==> config.mk <==
export PLATFORM = sky130hd
export DESIGN_NAME = tdma_tx_engine
export DESIGN_NICKNAME = d
export VERILOG_FILES = /design/src/rtl/tdma_pkg.sv /design/src/rtl/tdma_regs.sv /design/src/rtl/tdma_walker.sv /design/src/rtl/tdma_byte_out.sv /design/src/rtl/tdma_tx_engine.sv
export SDC_FILE = /design/constraint.sdc
export NUM_CORES = 1
export LEC_CHECK = 0
export BUFFER_PORTS_ARGS = -buffer_cell sky130_fd_sc_hd__buf_4
export CAP_MARGIN = 20
export CORE_UTILIZATION = 40
export DETAILED_ROUTE_END_ITERATION = 10
export PLACE_DENSITY_LB_ADDON = 0.3
export REMOVE_ABC_BUFFERS = 1
export SLEW_MARGIN = 15
export SYNTH_ARGS = -nofsm -noshare
export SYNTH_HDL_FRONTEND = slang
export SYNTH_SLANG_ARGS = --single-unit
==> constraint.sdc <==
create_clock -name clk -period 2.8 [get_ports clk]
set_input_delay 0.14 -clock clk [delete_from_list [all_inputs] [get_ports clk]]
set_output_delay 0.14 -clock clk [all_outputs]
set_load 0.1 [all_outputs]
==> src/rtl/tdma_pkg.sv <==
`timescale 1ns/1ps
package tdma_pkg;
  localparam int WORD_W         = 32;
  localparam int BYTES_PER_WORD = WORD_W / 8;
  localparam int EMPTY_BIT      = 31;

  // word index of each descriptor field
  localparam logic [1:0] F_BUF = 2'd0;
  localparam logic [1:0] F_CFG = 2'd1;
  localparam logic [1:0] F_NXT = 2'd2;

  typedef enum logic [2:0] {
    W_IDLE, W_CFG, W_BUF, W_NXT, W_DATA, W_DRAIN, W_WB
  } walk_state_t;

  // byte address of a descriptor field
  function automatic logic [WORD_W-1:0] field_addr(input logic [WORD_W-1:0] base,
                                                   input logic [1:0] idx);
    return base + {{(WORD_W-4){1'b0}}, idx, 2'b00};
  endfunction

  // bytes taken from the next buffer word given the bytes still to send
  function automatic logic [2:0] chunk_len(input logic [15:0] remain);
    return (remain >= 16'(BYTES_PER_WORD)) ? 3'(BYTES_PER_WORD) : remain[2:0];
  endfunction
endpackage

==> src/rtl/tdma_regs.sv <==
`timescale 1ns/1ps
module tdma_regs
  import tdma_pkg::*;
#(
  parameter int REG_AW   = 9,
  parameter int CNT_W    = 16,
  parameter int CTRL_OFS = 'h180,
  parameter int PTR_OFS  = 'h184,
  parameter int STAT_OFS = 'h188
) (
  input  logic              clk,
  input  logic              rst_n,
  input  logic              reg_we,
  input  logic [REG_AW-1:0] reg_addr,
  input  logic [WORD_W-1:0] reg_wdata,
  output logic [WORD_W-1:0] reg_rdata,
  output logic              run_en,
  output logic [WORD_W-1:0] desc_ptr,
  input  logic              core_busy,
  input  logic              stop_evt,
  input  logic              adv_evt,
  input  logic [WORD_W-1:0] adv_ptr,
  input  logic              sent_evt
);
  localparam int CNT_LSB = 16;

  logic             stat_flag;
  logic [CNT_W-1:0] pkt_cnt;
  logic             hit_ctrl, hit_ptr, hit_stat, engine_active;

  assign hit_ctrl      = (reg_addr == REG_AW'(CTRL_OFS));
  assign hit_ptr       = (reg_addr == REG_AW'(PTR_OFS));
  assign hit_stat      = (reg_addr == REG_AW'(STAT_OFS));
  assign engine_active = run_en | core_busy;

  always_ff @(posedge clk or negedge rst_n) begin
    if (!rst_n) begin
      run_en    <= 1'b0;
      desc_ptr  <= '0;
      stat_flag <= 1'b0;
      pkt_cnt   <= '0;
    end else begin
      if (reg_we && hit_ctrl)  run_en <= reg_wdata[0];
      else if (stop_evt)       run_en <= 1'b0;

      if (adv_evt)                                    desc_ptr <= adv_ptr;
      else if (reg_we && hit_ptr && !engine_active)   desc_ptr <= reg_wdata;

      if (sent_evt)                                   stat_flag <= 1'b1;
      else if (reg_we && hit_stat && reg_wdata[0])    stat_flag <= 1'b0;

      if (sent_evt) pkt_cnt <= pkt_cnt + 1'b1;
    end
  end

  always_comb begin
    reg_rdata = '0;
    if (hit_ctrl)      reg_rdata[0] = engine_active;
    else if (hit_ptr)  reg_rdata    = desc_ptr;
    else if (hit_stat) begin
      reg_rdata[0]                = stat_flag;
      reg_rdata[CNT_LSB +: CNT_W] = pkt_cnt;
    end
  end


  ptr_hold_chk: assert property (@(posedge clk) disable iff (!rst_n)
    (core_busy && !adv_evt) |=> $stable(desc_ptr));


  flag_set_chk: assert property (@(posedge clk) disable iff (!rst_n)
    sent_evt |=> stat_flag);
endmodule

==> src/rtl/tdma_walker.sv <==
`timescale 1ns/1ps
module tdma_walker
  import tdma_pkg::*;
#(
  parameter int LEN_W = 12
) (
  input  logic              clk,
  input  logic              rst_n,
  input  logic              run_en,
  input  logic [WORD_W-1:0] desc_ptr,
  output logic              mem_req,
  output logic              mem_we,
  output logic [WORD_W-1:0] mem_addr,
  output logic [WORD_W-1:0] mem_wdata,
  input  logic              mem_ack,
  input  logic [WORD_W-1:0] mem_rdata,
  input  logic              ser_busy,
  output logic              ser_load,
  output logic [WORD_W-1:0] ser_word,
  output logic [2:0]        ser_nbytes,
  output logic              ser_last,
  output logic              busy,
  output logic              stop_evt,
  output logic              adv_evt,
  output logic [WORD_W-1:0] adv_ptr,
  output logic              sent_evt,
  output logic [LEN_W-1:0]  pkt_len
);
  walk_state_t       st;
  logic [WORD_W-1:0] cur, bufp, nxt, cfg;
  logic [LEN_W-1:0]  remain;
  logic [2:0]        chunk;

  assign chunk = chunk_len(16'(remain));

  always_comb begin
    mem_req   = (st == W_CFG) || (st == W_BUF) || (st == W_NXT) ||
                (st == W_DATA) || (st == W_WB);
    mem_we    = (st == W_WB);
    mem_wdata = {1'b1, cfg[WORD_W-2:0]};
    case (st)
      W_BUF:   mem_addr = field_addr(cur, F_BUF);
      W_NXT:   mem_addr = field_addr(cur, F_NXT);
      W_DATA:  mem_addr = bufp;
      default: mem_addr = field_addr(cur, F_CFG);
    endcase
  end

  assign stop_evt   = (st == W_CFG) && mem_ack && mem_rdata[EMPTY_BIT];
  assign sent_evt   = (st == W_WB) && mem_ack;
  assign adv_evt    = sent_evt;
  assign adv_ptr    = nxt;
  assign ser_load   = (st == W_DATA) && mem_ack;
  assign ser_word   = mem_rdata;
  assign ser_nbytes = chunk;
  assign ser_last   = (remain <= LEN_W'(BYTES_PER_WORD));
  assign busy       = (st != W_IDLE);
  assign pkt_len    = cfg[LEN_W-1:0];

  always_ff @(posedge clk or negedge rst_n) begin
    if (!rst_n) begin
      st     <= W_IDLE;
      cur    <= '0;
      bufp   <= '0;
      nxt    <= '0;
      cfg    <= '0;
      remain <= '0;
    end else begin
      case (st)
        W_IDLE: if (run_en) begin
          cur <= desc_ptr;
          st  <= W_CFG;
        end
        W_CFG: if (mem_ack) begin
          cfg <= mem_rdata;
          st  <= (mem_rdata[EMPTY_BIT] || !run_en) ? W_IDLE : W_BUF;
        end
        W_BUF: if (mem_ack) begin
          bufp <= {mem_rdata[WORD_W-1:2], 2'b00};
          st   <= W_NXT;
        end
        W_NXT: if (mem_ack) begin
          nxt    <= mem_rdata;
          remain <= cfg[LEN_W-1:0];
          st     <= (cfg[LEN_W-1:0] == '0) ? W_WB : W_DATA;
        end
        W_DATA: if (mem_ack) begin
          remain <= remain - LEN_W'(chunk);
          bufp   <= bufp + WORD_W'(BYTES_PER_WORD);
          st     <= W_DRAIN;
        end
        W_DRAIN: if (!ser_busy) st <= (remain == '0) ? W_WB : W_DATA;
        W_WB: if (mem_ack) begin
          cur <= nxt;
          st  <= run_en ? W_CFG : W_IDLE;
        end
        default: st <= W_IDLE;
      endcase
    end
  end


  mem_hold_chk: assert property (@(posedge clk) disable iff (!rst_n)
    (mem_req && !mem_ack) |=> (mem_req && $stable(mem_addr) && $stable(mem_we) && $stable(mem_wdata)));


  wb_empty_chk: assert property (@(posedge clk) disable iff (!rst_n)
    (mem_req && mem_we) |-> mem_wdata[EMPTY_BIT]);


  no_overrun_chk: assert property (@(posedge clk) disable iff (!rst_n)
    ser_load |-> !ser_busy);


  stop_idle_chk: assert property (@(posedge clk) disable iff (!rst_n)
    stop_evt |=> !busy);
endmodule

==> src/rtl/tdma_byte_out.sv <==
`timescale 1ns/1ps
module tdma_byte_out
  import tdma_pkg::*;
(
  input  logic              clk,
  input  logic              rst_n,
  input  logic              load,
  input  logic [WORD_W-1:0] load_word,
  input  logic [2:0]        load_cnt,
  input  logic              load_last,
  input  logic              tx_ready,
  output logic              tx_valid,
  output logic [7:0]        tx_data,
  output logic              tx_last,
  output logic              busy
);
  logic [WORD_W-1:0] sh;
  logic [2:0]        left;
  logic              last_q;

  assign tx_valid = (left != 3'd0);
  assign tx_data  = sh[7:0];
  assign tx_last  = last_q && (left == 3'd1);
  assign busy     = tx_valid;

  always_ff @(posedge clk or negedge rst_n) begin
    if (!rst_n) begin
      sh     <= '0;
      left   <= '0;
      last_q <= 1'b0;
    end else if (load) begin
      sh     <= load_word;
      left   <= load_cnt;
      last_q <= load_last;
    end else if (tx_valid && tx_ready) begin
      sh   <= sh >> 8;
      left <= left - 3'd1;
    end
  end


  tx_hold_chk: assert property (@(posedge clk) disable iff (!rst_n)
    (tx_valid && !tx_ready) |=> (tx_valid && $stable(tx_data) && $stable(tx_last)));


  last_valid_chk: assert property (@(posedge clk) disable iff (!rst_n)
    tx_last |-> tx_valid);
endmodule

==> src/rtl/tdma_tx_engine.sv <==
`timescale 1ns/1ps
module tdma_tx_engine
  import tdma_pkg::*;
#(
  parameter int LEN_W    = 12,
  parameter int CNT_W    = 16,
  parameter int REG_AW   = 9,
  parameter int CTRL_OFS = 'h180,
  parameter int PTR_OFS  = 'h184,
  parameter int STAT_OFS = 'h188
) (
  input  logic              clk,
  input  logic              rst_n,
  input  logic              reg_we,
  input  logic [REG_AW-1:0] reg_addr,
  input  logic [31:0]       reg_wdata,
  output logic [31:0]       reg_rdata,
  output logic              mem_req,
  output logic              mem_we,
  output logic [31:0]       mem_addr,
  output logic [31:0]       mem_wdata,
  input  logic              mem_ack,
  input  logic [31:0]       mem_rdata,
  output logic              tx_valid,
  output logic [7:0]        tx_data,
  output logic              tx_last,
  input  logic              tx_ready
);
  logic              run_en, core_busy, stop_evt, adv_evt, sent_evt;
  logic [WORD_W-1:0] desc_ptr, adv_ptr, ser_word;
  logic              ser_load, ser_last, ser_busy;
  logic [2:0]        ser_nbytes;
  logic [LEN_W-1:0]  pkt_len;

  tdma_regs #(
    .REG_AW(REG_AW), .CNT_W(CNT_W),
    .CTRL_OFS(CTRL_OFS), .PTR_OFS(PTR_OFS), .STAT_OFS(STAT_OFS)
  ) u_regs (
    .clk(clk), .rst_n(rst_n),
    .reg_we(reg_we), .reg_addr(reg_addr), .reg_wdata(reg_wdata), .reg_rdata(reg_rdata),
    .run_en(run_en), .desc_ptr(desc_ptr), .core_busy(core_busy),
    .stop_evt(stop_evt), .adv_evt(adv_evt), .adv_ptr(adv_ptr), .sent_evt(sent_evt)
  );

  tdma_walker #(.LEN_W(LEN_W)) u_walk (
    .clk(clk), .rst_n(rst_n), .run_en(run_en), .desc_ptr(desc_ptr),
    .mem_req(mem_req), .mem_we(mem_we), .mem_addr(mem_addr), .mem_wdata(mem_wdata),
    .mem_ack(mem_ack), .mem_rdata(mem_rdata),
    .ser_busy(ser_busy), .ser_load(ser_load), .ser_word(ser_word),
    .ser_nbytes(ser_nbytes), .ser_last(ser_last),
    .busy(core_busy), .stop_evt(stop_evt), .adv_evt(adv_evt), .adv_ptr(adv_ptr),
    .sent_evt(sent_evt), .pkt_len(pkt_len)
  );

  tdma_byte_out u_out (
    .clk(clk), .rst_n(rst_n),
    .load(ser_load), .load_word(ser_word), .load_cnt(ser_nbytes), .load_last(ser_last),
    .tx_ready(tx_ready), .tx_valid(tx_valid), .tx_data(tx_data), .tx_last(tx_last),
    .busy(ser_busy)
  );

  // beat counter for the length checker
  logic [LEN_W-1:0] beat_cnt;
  always_ff @(posedge clk or negedge rst_n) begin
    if (!rst_n) beat_cnt <= '0;
    else if (tx_valid && tx_ready) beat_cnt <= tx_last ? '0 : beat_cnt + 1'b1;
  end


  pkt_len_chk: assert property (@(posedge clk) disable iff (!rst_n)
    (tx_valid && tx_ready && tx_last) |-> (LEN_W'(beat_cnt + 1'b1) == pkt_len));
endmodule

==> results of run 1 <==
[worst min-delay path: stages]
cell and delay, ps:
buf_4 120, nand3_1 70, xnor2_1 70, nor2_1 80, a21oi_1 50
[cell families after synthesis]
group                      share of synthesized area, %
AOI/OAI and AO/OA                                  17.7
and+or+nand+nor                                    21.9
other                                            0.0293
xor gates and xnor gates                           2.12
muxes                                              8.76
adders and majority gates                         0.781
buffers and inverters                              4.60
DFF                                                44.1
[metrics by stage]
stage | setup TNS (ps) | std cells
2_1_floorplan | -109900 | 1336
3_3_place_gp | 0 | 2006
3_5_place_dp | -9.71 | 2006
4_1_cts | 0 | 2123
5_1_grt | -151 | 2139
6_report | 0 | 2140
[layer usage]
metal	vias up	share of wire (%)
met2	540	45
met5	-	0
met1	6205	45
li1	5749	-
met4	0	3.1
met3	92	6.9
[sequential cells by signal, summed over array words and instances (netlist names)]
signal / count
u_regs.run_en: 1
u_out.left: 3
u_regs.pkt_cnt: 16
u_walk.remain: 12
u_out.last_q: 1
u_walk.bufp: 30
u_walk.cfg: 31
u_regs.desc_ptr: 32
u_walk.adv_ptr: 32
u_out.sh: 32
u_regs.stat_flag: 1
u_walk.cur: 32
u_walk.st: 3
[cell usage in the layout (no fill, tap or decap), types with 7 or more instances in the layout]
cell           instances
nor3_1                17
or3_1                  8
mux2_2                33
a21oi_1               90
clkbuf_8               7
buf_6                 18
a22o_1                23
nor4_1                12
and4_1                 7
o21ai_0               84
dlygate4sd3_1         68
mux2i_1               75
o22ai_1               35
dfrtp_1              218
xnor2_1               19
a31oi_1               12
nand4_1               30
a22oi_1               22
dfrtp_2                8
buf_4                253
inv_1                 18
and3_1                19
and2_1                24
xor2_1                12
clkbuf_16             27
o22a_1                 7
nand2_1              221
o31ai_1                7
nand3_1               61
nor2_1               128
buf_12                11
[repair_timing]
action	CTS	global route
hold buffers	68	0
pin swaps	7	16
gates resized for setup	38	42
buffers inserted	2	16
endpoints found under the setup margin	26	29
hold endpoints to repair	212	0
[final timing paths]
kind	endpoint	slack (ps)
setup / recovery	mem_addr[7]	20
hold / removal	u_out.left[2]	30
setup reg to reg	u_walk.remain[4]	50
hold reg to reg	u_regs.pkt_cnt[15]	480
max in group asynchronous	u_regs.pkt_cnt[9]	1860
min in group asynchronous	u_regs.pkt_cnt[15]	130
[layout make-up]
cell class | count | area share, %
Clock buffer | 38 | 4.57
Clock inverter | 9 | 0.869
Timing Repair Buffer | 354 | 18.0
Tap cell | 402 | 2.96
Sequential cell | 226 | 33.4
Inverter | 20 | 0.449
Antenna cell | 1 | 0.0147
Multi-Input combinational cell | 1090 | 39.7
==> flow_metrics.env, run 1 <==
export IMPL_fin_worst_hold_slack_ps=32.9
export IMPL_first_global_vias=12100
export IMPL_global_route_usage_met2_pct=42.8
export IMPL_tritoncts="done"
export IMPL_design_final_nets=1804
export IMPL_timing_clock_skew_ps=7.61
export IMPL_nFillCells=2858
export IMPL_critical_path_n_buffers_inverters=3
export IMPL_cts_clk_slew_worst_paths_ps=60
export IMPL_cp_depth=6
export IMPL_floorplan_core_area_sq_um=31600
export IMPL_number_of_violations_reported_at_the_end_of_detailed_routing_iteration_0=1190
export IMPL_worstSetupEndpointType="output pin"
export IMPL_timing_critical_path_required_ps=2660
export IMPL_synth_largest_type_area_fraction_pct=44.1
export IMPL_finalMaxSlewViolations=0
export IMPL_tritoncts_num_sinks=226
export IMPL_yosys_area_top_type="dfrtp_1"
export IMPL_slew_headroom_pct=43.4
export IMPL_synthToLayoutAreaGrowth_pct=32.5
export IMPL_placement_io_buffers=184
export IMPL_remaining_drc_errors=0
export IMPL_use_met3_pct=2.80
export IMPL_cts_buffer_depth=3
export IMPL_number_of_cells_traversed_by_the_worst_hold_path=5
export IMPL_synth_seq_area_share_pct=44.1
export IMPL_detailed_place_hpwl_um=32400
export IMPL_synth_area_leaders="dfrtp_1 (44%), nand2_1 (6.6%), mux2i_1 (5.9%), nor2_1 (3.8%), a21oi_1 (3.6%)"
export IMPL_critical_path_max_fanout=28
export IMPL_routed_via_density=5.88
export IMPL_tightestPinTransition_ps=846
export IMPL_worst_endpoint_arrival_ps=2640
export IMPL_max_cap_violations=0
export IMPL_grt_max_degree=65
export IMPL_timing_final_crit_share_pct=99.4
export IMPL_worst_hold_startpoint="tx_ready"
export IMPL_post_drt_wl_per_cell_um=21.6
export IMPL_std_cell_rows=65
export IMPL_io_pins=186
export IMPL_fmax_mhz=359
export IMPL_syn_avg_cell_area_sq_um=8.82
export IMPL_total_area_of_sequential_cells_sq_um=5670
export IMPL_post_route_worst_setup_slack_ps=17.3
export IMPL_die_x_um=181
export IMPL_finalHoldViolCount=0
export IMPL_layout_drive_gt1_share_pct=24.4
export IMPL_die_h_um=181
export IMPL_syn_cell_area_sq_um=12800
export IMPL_syn_inst=1453
export IMPL_setup_worst_path_class="flip-flop to output pin"
export IMPL_crit_chain="buf_12 > nor3b_4 > nor2_1 > buf_6 > a222oi_1 > buf_4"
export IMPL_period_needed_ps=2780
export IMPL_yosysMostFrequentCell="dfrtp_1"
export IMPL_initial_utilization_pct=40.6
export IMPL_clk_insertion_delay_late_ps=540
export IMPL_cts_htree_levels=1
export IMPL_netlist_cell_types=83
export IMPL_grt_pass1_wl_um=71100
export IMPL_place_area_sq_um=14900
export IMPL_critPathMaxStageDelay_ps=530
export IMPL_grt_util_all_layers_pct=27.8
export IMPL_synth_enable_flop_cells=0
export IMPL_worst_path_dominant_cell_family="buffers and inverters"
export IMPL_synth_flop_cell="dfrtp_1"
export IMPL_place_ws_ps=-6.42
export IMPL_critical_path_slowest_cell="a222oi_1"
export IMPL_hold_removal_path_class="input pin to flip-flop"
export IMPL_final_core_util_pct=53.8
export IMPL_crit_reg2reg_launch="u_walk.remain[9]"
export IMPL_drtAntennaViolNets=0
export IMPL_ys_async_sr_fraction_pct=100
export IMPL_synth_ff_latch_count=226
export IMPL_globalRoute_busiestLayer="met2"
export IMPL_vias=12600
export IMPL_antenna_found_initial=0
export IMPL_finalWeightedCongestion=0.955
export IMPL_multi_input_comb_area_sq_um=6750
export IMPL_clockRootBuffer="clkbuf_16"
export IMPL_startpoint_type="flip-flop"
export IMPL_setup_violations_final=0
export IMPL_setup_repair_after_global_routing_missed_its_margin="yes"
export IMPL_cts_buffers_inserted=26
export IMPL_synthesis_yosys_warnings=0
export IMPL_grt_use_met1_pct=40.7
export IMPL_routed_wl_um=46200
export IMPL_globalRoute_totalOverflow=0
export IMPL_post_route_cell_area_sq_um=17000
export IMPL_post_synth_most_frequent_cells="dfrtp_1 (226), nand2_1 (225), nor2_1 (129), a21oi_1 (93), o21ai_0 (87)"
export IMPL_crit_start="u_walk.st[0]"
export IMPL_floorplan_die_area_sq_um=32800
export IMPL_r2r_cells=9
export IMPL_drt_first_pass_iters=5
export IMPL_status="finished clean"
Power of run 1 is not shown: default switching activity piles up to over one toggle a cycle in this logic, so the estimate is an artifact.
==> inputs of run 2 (changes only) <==
--- a/config.mk
+++ b/config.mk
@@ -7,7 +7,9 @@
 export LEC_CHECK = 0
 export BUFFER_PORTS_ARGS = -buffer_cell sky130_fd_sc_hd__buf_4
 export CAP_MARGIN = 20
+export CORE_ASPECT_RATIO = 0.7
 export CORE_UTILIZATION = 40
+export CTS_BUF_LIST = sky130_fd_sc_hd__clkbuf_4
 export DETAILED_ROUTE_END_ITERATION = 10
 export PLACE_DENSITY_LB_ADDON = 0.3
 export REMOVE_ABC_BUFFERS = 1
==> flow_metrics.env, run 2 (same netlist as run 1, synthesis figures left out) <==
export IMPL_status="finished with violations"
export IMPL_violations="setup timing"
export IMPL_number_of_cells_traversed_by_the_worst_hold_path=5
export IMPL_worstSetupEndpointType="output pin"
export IMPL_cts_htree_levels=2
export IMPL_number_of_violations_reported_at_the_end_of_detailed_routing_iteration_0=1471
export IMPL_place_ws_ps=56.9
export IMPL_tritoncts="done"
export IMPL_antenna_found_initial=2
export IMPL_timing_clock_skew_ps=22.6
export IMPL_floorplan_die_area_sq_um=32800
export IMPL_tightestPinTransition_ps=925
export IMPL_floorplan_core_area_sq_um=31400
export IMPL_finalHoldViolCount=0
export IMPL_drt_first_pass_iters=6
export IMPL_mostFrequentLayoutCell="buf_4"
export IMPL_die_x_um=216
export IMPL_finalMaxSlewViolations=0
export IMPL_slew_headroom_pct=38.1
export IMPL_design_final_nets=1865
export IMPL_startpoint_type="flip-flop"
export IMPL_layout_common_cells="buf_4 (248), nand2_1 (218), dfrtp_1 (212)"
export IMPL_timing_final_crit_share_pct=101
export IMPL_period_needed_ps=2820
export IMPL_first_global_vias=12200
export IMPL_cts_buffer_depth=3
export IMPL_instances_no_fill=2233
export IMPL_post_drt_wl_per_cell_um=22.2
export IMPL_std_cell_rows=54
export IMPL_setup_violations_final=3
export IMPL_setup_worst_path_class="flip-flop to output pin"
export IMPL_initial_utilization_pct=40.9
export IMPL_fmax_mhz=355
export IMPL_critPathMaxStageDelay_ps=450
export IMPL_crit_chain="buf_12 > nor3b_4 > nor2_1 > buf_6 > a2bb2oi_2 > nor2_1 > a311oi_2 > buf_6"
export IMPL_cts_clk_slew_worst_paths_ps=70
export IMPL_worst_hold_startpoint="reg_addr[3]"
export IMPL_grt_util_all_layers_pct=30.1
export IMPL_placement_io_buffers=184
export IMPL_timing_critical_path_required_ps=2660
export IMPL_worst_path_dominant_cell_family="buffers and inverters"
export IMPL_io_pins=186
export IMPL_grt_max_degree=82
export IMPL_place_inst=2015
export IMPL_routed_via_density=5.87
export IMPL_remaining_drc_errors=0
export IMPL_clk_insertion_delay_late_ps=730
export IMPL_synthToLayoutAreaGrowth_pct=37.8
export IMPL_worst_endpoint_arrival_ps=2680
export IMPL_tritoncts_num_sinks=226
export IMPL_cts_buffers_inserted=58
export IMPL_finalWeightedCongestion=0.992
export IMPL_drtAntennaViolNets=0
export IMPL_clockRootBuffer="clkbuf_4"
export IMPL_crit_start="u_walk.st[1]"
export IMPL_crit_reg2reg_launch="u_walk.remain[7]"
export IMPL_critical_path_slowest_cell="dfrtp_2"
export IMPL_worst_hold_path_endpoint="u_regs.desc_ptr[27]"
export IMPL_die_h_um=152
export IMPL_critical_path_max_fanout=11
export IMPL_r2r_cells=9
export IMPL_vias=13100
export IMPL_hold_removal_path_class="input pin to flip-flop"
export IMPL_setup_repair_after_global_routing_missed_its_margin="yes"
export IMPL_routed_wl_um=49600
export IMPL_r2r_slack_ps=90
export IMPL_max_cap_violations=0
export IMPL_critical_path_n_buffers_inverters=3
export IMPL_post_route_worst_setup_slack_ps=-15.4
export IMPL_layout_drive_gt1_share_pct=30.5
export IMPL_grt_pass1_wl_um=74800
export IMPL_worst_r2r_endpoint="u_walk.remain[6]"
export IMPL_detailed_place_hpwl_um=34200
export IMPL_globalRoute_totalOverflow=0
run 2: worst reg2reg max path, stage by stage (launching register included):
cell	delay (ps)
dfrtp_1	380
or4_4	540
or4b_4	570
nor3_4	180
nand2b_4	150
ha_4	130
a211oi_2	60
a21boi_2	300
a21oi_1	110
a2bb2oi_1	160
run 2: timing repair:
action | in CTS | in global routing
hold endpoints to repair | 394 | 0
cloned | 3 | 2
buffers inserted | 18 | 29
gates resized for setup | 110 | 93
hold buffers | 72 | 0
endpoints found under the setup margin | 30 | 35
pin swaps | 19 | 26
run 2: final cells by class:
type                    count  area [sq um]
inverters                  20          76.3
repair buffers            383          3610
diodes                      1          2.50
clock buffers              86           646
well taps                 420           526
flip-flops and latches    226          5670
multi-input cells        1090          7090
clock inverters             7          37.5
fillers                  2871         13700
run 2: worst max path at each step:
| stage | cells after the start | slack (ps) | endpoint |
|---|---|---|---|
| floorplan | 4 | -2750 | mem_addr[11] |
| global placement | 9 | 90 | u_walk.remain[8] |
| detailed placement | 9 | 60 | u_walk.remain[6] |
| CTS | 7 | -30 | mem_addr[21] |
| global route | 9 | -100 | mem_addr[18] |
| finish | 8 | -20 | mem_addr[9] |
run 2: per-layer routing:
metal / GRT usage (%) / wire length (um) / vias to the layer above
met1: 45.7 / 22500 / 6412
met5: 0 / 0 / -
met2: 42.5 / 20800 / 709
met4: 6.69 / 885 / 0
met3: 7.54 / 5440 / 85
li1: - / - / 5899
run 2: through the flow:
step / util, % / TNS (ps) / hold slack, ps / cell area, sq um
6_report: 56.3 / -21.8 / 162 / 17700
4_1_cts: 54.2 / -47.1 / 117 / 17000
2_1_floorplan: - / -109900 / -156 / 12300
5_1_grt: 56.3 / -921 / 147 / 17700
3_5_place_dp: 47.6 / 0 / 142 / 14900
3_3_place_gp: 47.6 / 0 / 141 / 14900
Power of run 2 is left out for the same reason.
==> inputs of run 3 (changes only) <==
--- a/config.mk
+++ b/config.mk
@@ -12,6 +12,7 @@
 export CTS_BUF_LIST = sky130_fd_sc_hd__clkbuf_4
 export DETAILED_ROUTE_END_ITERATION = 10
 export PLACE_DENSITY_LB_ADDON = 0.3
+export RECOVER_POWER = 25
 export REMOVE_ABC_BUFFERS = 1
 export SLEW_MARGIN = 15
 export SYNTH_ARGS = -nofsm -noshare
==> flow_metrics.env, run 3 (same netlist as run 1, synthesis figures left out) <==
export IMPL_initial_utilization_pct=40.9
export IMPL_io_pins=186
export IMPL_clk_insertion_delay_late_ps=740
export IMPL_violations="capacitance limit, slew limit, setup timing"
export IMPL_floorplan_die_area_sq_um=32800
export IMPL_instances_no_fill=2233
export IMPL_hold_removal_path_class="input pin to flip-flop"
export IMPL_vias=13100
export IMPL_post_drt_wl_per_cell_um=22.2
export IMPL_placement_io_buffers=184
export IMPL_first_global_vias=12200
export IMPL_timing_clock_skew_ps=28.0
export IMPL_drt_first_pass_iters=6
export IMPL_period_needed_ps=2820
export IMPL_drtAntennaViolNets=0
export IMPL_tritoncts="done"
export IMPL_globalRoute_totalOverflow=0
export IMPL_fmax_mhz=355
export IMPL_layout_drive_gt1_share_pct=30.5
export IMPL_tritoncts_num_sinks=226
export IMPL_worst_endpoint_arrival_ps=2680
export IMPL_number_of_violations_reported_at_the_end_of_detailed_routing_iteration_0=1454
export IMPL_finalHoldViolCount=0
export IMPL_critPathMaxStageDelay_ps=450
export IMPL_grt_util_all_layers_pct=30.1
export IMPL_cts_buffers_inserted=58
export IMPL_remaining_drc_errors=0
export IMPL_cts_clk_slew_worst_paths_ps=70
export IMPL_synthToLayoutAreaGrowth_pct=37.4
export IMPL_crit_chain="buf_12 > nor3b_4 > nor2_1 > buf_6 > a2bb2oi_2 > nor2_1 > a311oi_2 > buf_6"
export IMPL_routed_via_density=5.87
export IMPL_std_cell_rows=54
export IMPL_die_h_um=152
export IMPL_clockRootBuffer="clkbuf_4"
export IMPL_worstSetupEndpointType="output pin"
export IMPL_finalWeightedCongestion=0.992
export IMPL_floorplan_core_area_sq_um=31400
export IMPL_timing_final_crit_share_pct=101
export IMPL_max_cap_violations=3
export IMPL_die_x_um=216
export IMPL_tightestPinTransition_ps=2040
export IMPL_setup_repair_after_global_routing_missed_its_margin="yes"
export IMPL_setup_worst_path_class="flip-flop to output pin"
export IMPL_critical_path_slowest_cell="dfrtp_2"
export IMPL_cts_buffer_depth=3
export IMPL_startpoint_type="flip-flop"
export IMPL_design_final_nets=1865
export IMPL_nFillCells=2876
export IMPL_setup_violations_final=4
export IMPL_place_inst=2015
export IMPL_multi_input_comb_area_sq_um=7090
export IMPL_fin_worst_hold_slack_ps=160
export IMPL_status="finished with violations"
export IMPL_slew_headroom_pct=-35.8
export IMPL_cts_htree_levels=2
export IMPL_finalMaxSlewViolations=229
export IMPL_layout_common_cells="buf_4 (248), nand2_1 (218), dfrtp_1 (212)"
export IMPL_grt_max_degree=82
export IMPL_post_route_worst_setup_slack_ps=-15.7
export IMPL_mostFrequentLayoutCell="buf_4"
export IMPL_routed_wl_um=49700
export IMPL_grt_pass1_wl_um=74800
export IMPL_timing_critical_path_required_ps=2660
export IMPL_antenna_found_initial=2
export IMPL_critical_path_max_fanout=11
export IMPL_total_area_of_sequential_cells_sq_um=5670
export IMPL_detailed_place_hpwl_um=34200
[run 3: what timing repair did]
action | CTS | global route
hold buffers | 72 | 0
endpoints found under the hold margin | 394 | 0
resized for setup | 110 | 93
buffers inserted | 18 | 29
cloned | 3 | 2
pin swaps | 19 | 26
endpoints found under the setup margin | 30 | 35
[run 3: worst paths after layout]
| check | from | endpoint | slack (ps) | cells after the start |
|---|---|---|---|---|
| min in group asynchronous | rst_n | u_walk.cfg[26] | 1070 | 4 |
| worst max register to register | u_walk.remain[7] | u_walk.remain[6] | 90 | 9 |
| max in group asynchronous | rst_n | u_walk.cfg[3] | 380 | 4 |
| worst min-delay path | reg_addr[3] | u_regs.desc_ptr[27] | 160 | 5 |
| worst max-delay path | u_walk.st[1] | mem_addr[9] | -20 | 8 |
| worst min register to register | u_out.last_q | u_out.last_q | 470 | 2 |
[run 3: per-stage QoR]
| step | worst slack, ps | utilization, % | area [sq um] | TNS, ps |
|---|---|---|---|---|
| 2_1_floorplan | -2750 | - | 12300 | -109900 |
| 3_3_place_gp | 90.5 | 47.6 | 14900 | 0 |
| 3_5_place_dp | 56.9 | 47.6 | 14900 | 0 |
| 4_1_cts | -26.9 | 54.2 | 17000 | -47.1 |
| 5_1_grt | -96.2 | 56.2 | 17600 | -1610 |
| 6_report | -15.7 | 56.2 | 17600 | -26.8 |
[run 3: per-layer routing]
| metal | up-vias | wire (um) | global-route usage (%) |
|---|---|---|---|
| li1 | 5898 | - | - |
| met2 | 693 | 20900 | 42.5 |
| met3 | 75 | 5330 | 7.54 |
| met5 | - | 0 | 0 |
| met4 | 0 | 835 | 6.69 |
| met1 | 6442 | 22600 | 45.7 |
[run 3: cell type report]
type | count | area share, %
Inverter | 20 | 0.433
Sequential cell | 226 | 32.2
Multi-Input combinational cell | 1090 | 40.3
Clock inverter | 7 | 0.213
Timing Repair Buffer | 383 | 20.2
Tap cell | 420 | 2.98
Antenna cell | 1 | 0.0142
Clock buffer | 86 | 3.67
[run 3: worst max-delay path: cells and delay by family, from the launching register on]
family	cells	cell delay (ps)
compound gates	2	480
flops	1	450
buf+inv	3	600
simple gates	3	420
Power of run 3 is left out for the same reason.
